===== config.mk =====
export PLATFORM = sky130hd
export DESIGN_NAME = pgwalk_top
export DESIGN_NICKNAME = d
export VERILOG_FILES = /design/src/rtl/pgwalk_pkg.sv /design/src/rtl/pgwalk_ctrl.sv /design/src/rtl/pgwalk_dpath.sv /design/src/rtl/pgwalk_top.sv
export SDC_FILE = /design/constraint.sdc
export NUM_CORES = 1
export LEC_CHECK = 0
export ABC_CLOCK_PERIOD_IN_PS = 2300
export BUFFER_PORTS_ARGS = -buffer_cell sky130_fd_sc_hd__buf_2
export CAP_MARGIN = 20
export CORE_MARGIN = 1.5
export CORE_UTILIZATION = 54
export CTS_CLUSTER_DIAMETER = 30
export DETAILED_ROUTE_END_ITERATION = 10
export PLACE_DENSITY = 0.9
export SLEW_MARGIN = 10
export SYNTH_ARGS = -nofsm -noshare
export SYNTH_HDL_FRONTEND = slang
export SYNTH_SLANG_ARGS = --single-unit

===== constraint.sdc =====
create_clock -name clk -period 2.3 [get_ports clk]
set_input_delay 0.23 -clock clk [delete_from_list [all_inputs] [get_ports clk]]
set_output_delay 0.23 -clock clk [all_outputs]
set_load 0.02 [all_outputs]

===== src/rtl/pgwalk_pkg.sv =====
package pgwalk_pkg;
  localparam int VA_W   = 32;
  localparam int DESC_W = 32;
  localparam int AP_W   = 3;
  localparam int DOM_W  = 4;
  localparam int SECT_SH = 20;
  localparam int LARGE_SH = 16;
  localparam int SMALL_SH = 12;

  typedef enum logic [1:0] {
    FLT_NONE  = 2'd0,
    FLT_L1    = 2'd1,
    FLT_L2    = 2'd2,
    FLT_SUPER = 2'd3
  } fault_e;

  typedef enum logic [1:0] {
    SZ_SECTION = 2'd0,
    SZ_LARGE   = 2'd1,
    SZ_SMALL   = 2'd2
  } size_e;

  localparam logic [1:0] L1_TABLE   = 2'b01;
  localparam logic [1:0] L1_SECTION = 2'b10;

  typedef struct packed {
    logic capReq;
    logic capL1;
    logic capL2;
    logic selL2;
  } walkStrobe_t;
endpackage


===== src/rtl/pgwalk_ctrl.sv =====
module pgwalk_ctrl
  import pgwalk_pkg::*;
(
  input  logic        clk,
  input  logic        rstN,
  input  logic        reqValid,
  output logic        reqReady,
  output logic        memReqValid,
  input  logic        memReqReady,
  input  logic        memRspValid,
  input  logic [1:0]  beatKind,
  input  logic        beatSuper,
  output logic        rspValid,
  input  logic        rspReady,
  output fault_e      faultQ,
  output walkStrobe_t strobe
);
  typedef enum logic [2:0] {
    ST_IDLE, ST_L1RD, ST_L1WT, ST_L2RD, ST_L2WT, ST_DONE
  } state_e;

  state_e stateQ, stateN;
  fault_e faultN;
  logic   lvl2Q, lvl2N;

  always_comb begin
    stateN = stateQ;
    faultN = faultQ;
    lvl2N  = lvl2Q;
    strobe = '0;
    strobe.selL2 = lvl2Q;
    unique case (stateQ)
      ST_IDLE: if (reqValid) begin
        strobe.capReq = 1'b1;
        faultN = FLT_NONE;
        lvl2N  = 1'b0;
        stateN = ST_L1RD;
      end
      ST_L1RD: if (memReqReady) stateN = ST_L1WT;
      ST_L1WT: if (memRspValid) begin
        strobe.capL1 = 1'b1;
        if (beatKind == L1_TABLE) begin
          lvl2N  = 1'b1;
          stateN = ST_L2RD;
        end else if (beatKind == L1_SECTION) begin
          faultN = beatSuper ? FLT_SUPER : FLT_NONE;
          stateN = ST_DONE;
        end else begin
          faultN = FLT_L1;
          stateN = ST_DONE;
        end
      end
      ST_L2RD: if (memReqReady) stateN = ST_L2WT;
      ST_L2WT: if (memRspValid) begin
        strobe.capL2 = 1'b1;
        faultN = (beatKind == 2'b00) ? FLT_L2 : FLT_NONE;
        stateN = ST_DONE;
      end
      ST_DONE: if (rspReady) stateN = ST_IDLE;
      default: stateN = ST_IDLE;
    endcase
  end

  always_ff @(posedge clk) begin
    if (!rstN) begin
      stateQ <= ST_IDLE;
      faultQ <= FLT_NONE;
      lvl2Q  <= 1'b0;
    end else begin
      stateQ <= stateN;
      faultQ <= faultN;
      lvl2Q  <= lvl2N;
    end
  end

  assign reqReady    = (stateQ == ST_IDLE);
  assign memReqValid = (stateQ == ST_L1RD) || (stateQ == ST_L2RD);
  assign rspValid    = (stateQ == ST_DONE);

  AST_MEMREQ_HOLD: assert property (@(posedge clk) disable iff (!rstN)
    memReqValid && !memReqReady |=> memReqValid);
  AST_RSP_HOLD: assert property (@(posedge clk) disable iff (!rstN)
    rspValid && !rspReady |=> rspValid && $stable(faultQ));
  AST_START_READ: assert property (@(posedge clk) disable iff (!rstN)
    reqValid && reqReady |=> memReqValid && !reqReady);
  AST_SECOND_READ: assert property (@(posedge clk) disable iff (!rstN)
    strobe.capL1 && beatKind == L1_TABLE |=> memReqValid);
endmodule


===== src/rtl/pgwalk_dpath.sv =====
module pgwalk_dpath
  import pgwalk_pkg::*;
(
  input  logic              clk,
  input  logic              rstN,
  input  walkStrobe_t       strobe,
  input  fault_e            fault,
  input  logic [VA_W-1:0]   reqVa,
  input  logic [VA_W-1:0]   reqTtb,
  input  logic [DESC_W-1:0] memRspData,
  output logic [1:0]        beatKind,
  output logic              beatSuper,
  output logic [VA_W-1:0]   memAddr,
  output logic [VA_W-1:0]   rspPa,
  output logic [AP_W-1:0]   rspAp,
  output logic [DOM_W-1:0]  rspDomain,
  output logic              rspXn,
  output logic              rspGlobal,
  output logic [1:0]        rspSize
);
  localparam int TTB_LO = 14;

  logic [VA_W-1:0]   vaQ;
  logic [VA_W-1:TTB_LO] ttbQ;
  logic [DESC_W-1:0] d1Q, d2Q;
  logic              unusedBits;

  always_ff @(posedge clk) begin
    if (!rstN) begin
      vaQ  <= '0;
      ttbQ <= '0;
      d1Q  <= '0;
      d2Q  <= '0;
    end else begin
      if (strobe.capReq) begin
        vaQ  <= reqVa;
        ttbQ <= reqTtb[VA_W-1:TTB_LO];
      end
      if (strobe.capL1) d1Q <= memRspData;
      if (strobe.capL2) d2Q <= memRspData;
    end
  end

  assign beatKind  = memRspData[1:0];
  assign beatSuper = memRspData[18];

  assign memAddr = strobe.selL2 ? {d1Q[31:10], vaQ[19:12], 2'b00}
                                : {ttbQ, vaQ[31:20], 2'b00};

  always_comb begin
    rspPa = '0; rspAp = '0; rspDomain = '0;
    rspXn = 1'b0; rspGlobal = 1'b0; rspSize = SZ_SECTION;
    if (fault == FLT_NONE) begin
      rspDomain = d1Q[8:5];
      if (!strobe.selL2) begin
        rspPa     = {d1Q[31:SECT_SH], vaQ[SECT_SH-1:0]};
        rspAp     = {d1Q[15], d1Q[11:10]};
        rspXn     = d1Q[4];
        rspGlobal = !d1Q[17];
        rspSize   = SZ_SECTION;
      end else begin
        rspAp     = {d2Q[9], d2Q[5:4]};
        rspGlobal = !d2Q[11];
        if (d2Q[1]) begin
          rspPa   = {d2Q[31:SMALL_SH], vaQ[SMALL_SH-1:0]};
          rspXn   = d2Q[0];
          rspSize = SZ_SMALL;
        end else begin
          rspPa   = {d2Q[31:LARGE_SH], vaQ[LARGE_SH-1:0]};
          rspXn   = d2Q[15];
          rspSize = SZ_LARGE;
        end
      end
    end
  end

  assign unusedBits = ^{d1Q[19:18], d1Q[16], d1Q[9], d1Q[3:0],
                        d2Q[10], d2Q[8:6], d2Q[3:2]};
endmodule


===== src/rtl/pgwalk_top.sv =====
module pgwalk_top
  import pgwalk_pkg::*;
(
  input  logic              clk,
  input  logic              rstN,
  input  logic              reqValid,
  output logic              reqReady,
  input  logic [VA_W-1:0]   reqVa,
  input  logic [VA_W-1:0]   reqTtb,
  output logic              memReqValid,
  input  logic              memReqReady,
  output logic [VA_W-1:0]   memAddr,
  input  logic              memRspValid,
  input  logic [DESC_W-1:0] memRspData,
  output logic              rspValid,
  input  logic              rspReady,
  output logic [VA_W-1:0]   rspPa,
  output logic [AP_W-1:0]   rspAp,
  output logic [DOM_W-1:0]  rspDomain,
  output logic              rspXn,
  output logic              rspGlobal,
  output logic [1:0]        rspFault,
  output logic [1:0]        rspSize
);
  walkStrobe_t strobe;
  fault_e      faultQ;
  logic [1:0]  beatKind;
  logic        beatSuper;

  pgwalk_ctrl u_ctrl (
    .clk(clk), .rstN(rstN), .reqValid(reqValid), .reqReady(reqReady),
    .memReqValid(memReqValid), .memReqReady(memReqReady),
    .memRspValid(memRspValid), .beatKind(beatKind), .beatSuper(beatSuper),
    .rspValid(rspValid), .rspReady(rspReady), .faultQ(faultQ), .strobe(strobe)
  );

  pgwalk_dpath u_dpath (
    .clk(clk), .rstN(rstN), .strobe(strobe), .fault(faultQ),
    .reqVa(reqVa), .reqTtb(reqTtb), .memRspData(memRspData),
    .beatKind(beatKind), .beatSuper(beatSuper), .memAddr(memAddr),
    .rspPa(rspPa), .rspAp(rspAp), .rspDomain(rspDomain), .rspXn(rspXn),
    .rspGlobal(rspGlobal), .rspSize(rspSize)
  );

  assign rspFault = faultQ;

  AST_ADDR_STABLE: assert property (@(posedge clk) disable iff (!rstN)
    memReqValid && !memReqReady |=> $stable(memAddr));
  AST_RESULT_STABLE: assert property (@(posedge clk) disable iff (!rstN)
    rspValid && !rspReady |=> $stable(rspPa) && $stable(rspAp) && $stable(rspDomain));
  AST_FAULT_ZERO: assert property (@(posedge clk) disable iff (!rstN)
    rspValid && rspFault != 2'd0 |-> rspPa == '0 && rspAp == '0 && rspDomain == '0
    && !rspXn && !rspGlobal && rspSize == 2'd0);
  AST_NO_OVERLAP: assert property (@(posedge clk) disable iff (!rstN)
    rspValid |-> !reqReady && !memReqValid);
endmodule


==> results.md <==
* FP Rows at 35
* Via Count at 4,654
* Reg clk slew, reported paths at 0.11 ns
* Filler instances at between 700 and 800
* CP Data Required Time at approximately 2.1 ns
* Arr. time, crit path at 1.85 ns
* Vias per cell at 5.21
* Layout cells sized above 1 at 0.298
* Hold Path Class: in -> reg
* Critical Path Sink Type: output port
* Post-route setup TNS at 0 ns
* Outcome: completed
* GPL Wtd Cong at ~0.82
* CTS Hold Buffers Added at 0
* WL/cell at 14.0 um
* Register Area at 0.00218 mm^2
* Final period util at 0.906
* First-pass GRT wire length at 19.7 mm
* Synthesized area at between 0.005 and 0.006 mm^2
* Clk buf depth at 2
* GR Overflow Total at 0
* First-pass DRT Iterations at 4
* Core Area at 0.00924 mm^2
* R2R setup slack at 0.41 ns
* Footprint of the multi-input gates at 0.00270 mm^2
* IO Port Bufs at 163
* Root Buffer: clkbuf_8
* Hold Path Origin: reqTtb[16]
* Reg2Reg Depth at 5
* Starting Density at 0.558
* Final setup viols at 0
* Final HPWL from detailed placement at slightly below 9 mm
* CTS Buf Count at 9
* Crit path kind: reg -> out
* Residual DRC at 0
* Design Area, Final at 0.00614 mm^2
* Synth Register Bits at 109
* RSZ-0062 raised after global routing: no
* Starting DRT DRC Count at 170
* Crit start category: flop
* Final Skew at about 0.018 ns
* Actual slew at the worst max-slew pin at 0.661 ns
* CTS tree: built
* Worst vdd rail ir drop at 0.338 mV
* Commonest non-fill, non-tap cells in the layout: nand2_1, buf_2, dfxtp_1, a21boi_1, mux2_2
* Total global-route track usage at 0.243
* Slew Viols, Final at 0
* Pwr dens at approximately 700 mW/mm^2
* FMAX at between 400 and 500 MHz
* Post-Place Cells at 878
* CTS H-tree depth at 3
* Hold Path Sink: u_dpath.ttbQ[16]
* Final non-filler cell total at 894
* Reg-to-reg critical path startpoint: u_ctrl.stateQ[1]
* Worst skew pair latency at 0.36 ns
* PostCTS Resize Cnt at 0
* Avg Cell Area, Syn at between 8 and 9 um^2
* Cells after synthesis at 626
* Leading cell type in the layout, fill and taps excluded: nand2_1
* Initial antenna violation count at 0
* Final hold vios at 0
* Post-DRT Antenna Nets at 0
* Area of the die at 0.0101 mm^2
* Setup Fix Bufs, Post-CTS at 0
* Final net count at 862
* Final WL at 12.5 mm
* Placement Cell Area at between 0.005 and 0.006 mm^2
* Antenna Cells at 0
* Synth warn at 0
* Reg2reg end: u_dpath.vaQ[31]
* Die Ht at 101 um
* MaxCap Viol Count at 0
* Die Width at 101 um
* Number of clock sinks at between 100 and 150
* CP max FO at 27
* Largest net degree at the start of global routing at between 100 and 150
* Relative slew slack at 0.558
* Min Tclk post-route at 2.08 ns
* Post-synthesis sequential area ratio at 0.424
* I/O pin cnt at roughly 180
* Area Growth Syn to Fin at 19.2%
* Cell variety after synth at 36
* Hold Path Depth at 3
* Leakage at 2.67 nW
* Number of global-route vias before repair at 4,355
[through the flow]
| step | power, mW | setup WS (ns) | hold slack [ns] | utilization |
|---|---|---|---|---|
| after floorplan | 2.94 | 0.640 | 0.365 | - |
| after global placement | 3.20 | 0.563 | 0.436 | 0.644 |
| after detailed placement | 3.24 | 0.437 | 0.445 | 0.644 |
| after CTS | 4.35 | 0.197 | 0.0768 | 0.664 |
| after global routing | 4.52 | 0.129 | 0.0838 | 0.664 |
| final | 4.31 | 0.216 | 0.0899 | 0.664 |
[power breakdown]
group	internal [mW]	switching (mW)
registers	2.02	0.0925
logic	0.433	0.659
clock network	0.419	0.689
[routing by layer]
metal,global-route usage,wire length [um]
met1,0.291,5290
met2,0.445,6320
met3,0.0395,761
met4,0.0704,156
met5,0,0
[Yosys cell counts (all sizes together)]
library cell | number | area share
o22ai | 2 | 0.0024
nor3 | 1 | 0.0019
and2 | 17 | 0.021
mux2 | 31 | 0.068
nand3b | 1 | 0.0015
or2 | 1 | 0.0012
nand2 | 221 | 0.16
nor2b | 2 | 0.0024
nor3b | 2 | 0.0029
buf | 27 | 0.037
nand4 | 2 | 0.0024
mux2i | 24 | 0.047
a211oi | 2 | 0.0029
o311ai | 1 | 0.0017
dfxtp | 109 | 0.42
nand2b | 3 | 0.0041
clkbuf | 22 | 0.016
o21ai | 3 | 0.0029
nand3 | 9 | 0.011
a22oi | 1 | 0.0015
o211a | 1 | 0.0019
conb | 1 | 0.00073
and3 | 2 | 0.0024
a21boi | 103 | 0.15
nor4b | 1 | 0.0017
and2b | 1 | 0.0015
a21oi | 5 | 0.0049
nor2 | 29 | 0.024
inv | 2 | 0.0015
[final cells by class]
| type | count | share of cell area |
|---|---|---|
| clock buffers | 9 | 0.0202 |
| repair buffers | 171 | 0.147 |
| inverters | 2 | 0.00122 |
| well taps | 129 | 0.0263 |
| flip-flops and latches | 109 | 0.356 |
| multi-input cells | 467 | 0.439 |
| clock inverters | 7 | 0.0108 |
[flip-flops by register name (all words and copies together) (netlist names)]
signal,count
u_ctrl.faultQ,2
u_ctrl.stateQ,3
u_dpath.ttbQ,18
u_ctrl.lvl2Q,1
u_dpath.d2Q,26
u_dpath.vaQ,32
u_dpath.d1Q,27
[cell families (layout without fill, tap and decap cells)]
group | Yosys count | count (layout) | share of synthesized area
muxes | 55 | 55 | 0.114
other | 1 | 2 | 0.000728
DFF | 109 | 109 | 0.424
buffers and inverters | 51 | 189 | 0.0546
and+or+nand+nor | 292 | 292 | 0.238
AOI/OAI and AO/OA | 118 | 118 | 0.168
[critical path: stages, from the launching register on]
cell and delay (ns):
dfxtp_1 0.34, or2_2 0.55, a211oi_1 0.39, buf_2 0.23
[worst max-delay path by stage]
stage / cells past startpoint / to / slack, ns / start
finish: 3 / rspGlobal / 0.22 / u_ctrl.faultQ[0]
global route: 3 / rspGlobal / 0.13 / u_ctrl.faultQ[1]
CTS: 3 / rspGlobal / 0.20 / u_ctrl.faultQ[1]
detailed placement: 5 / u_dpath.vaQ[15] / 0.44 / u_ctrl.stateQ[1]
global placement: 5 / u_dpath.ttbQ[21] / 0.56 / u_ctrl.stateQ[1]
floorplan: 3 / rspGlobal / 0.64 / u_ctrl.faultQ[0]
Note: power is estimated with default switching activity, not from simulation.
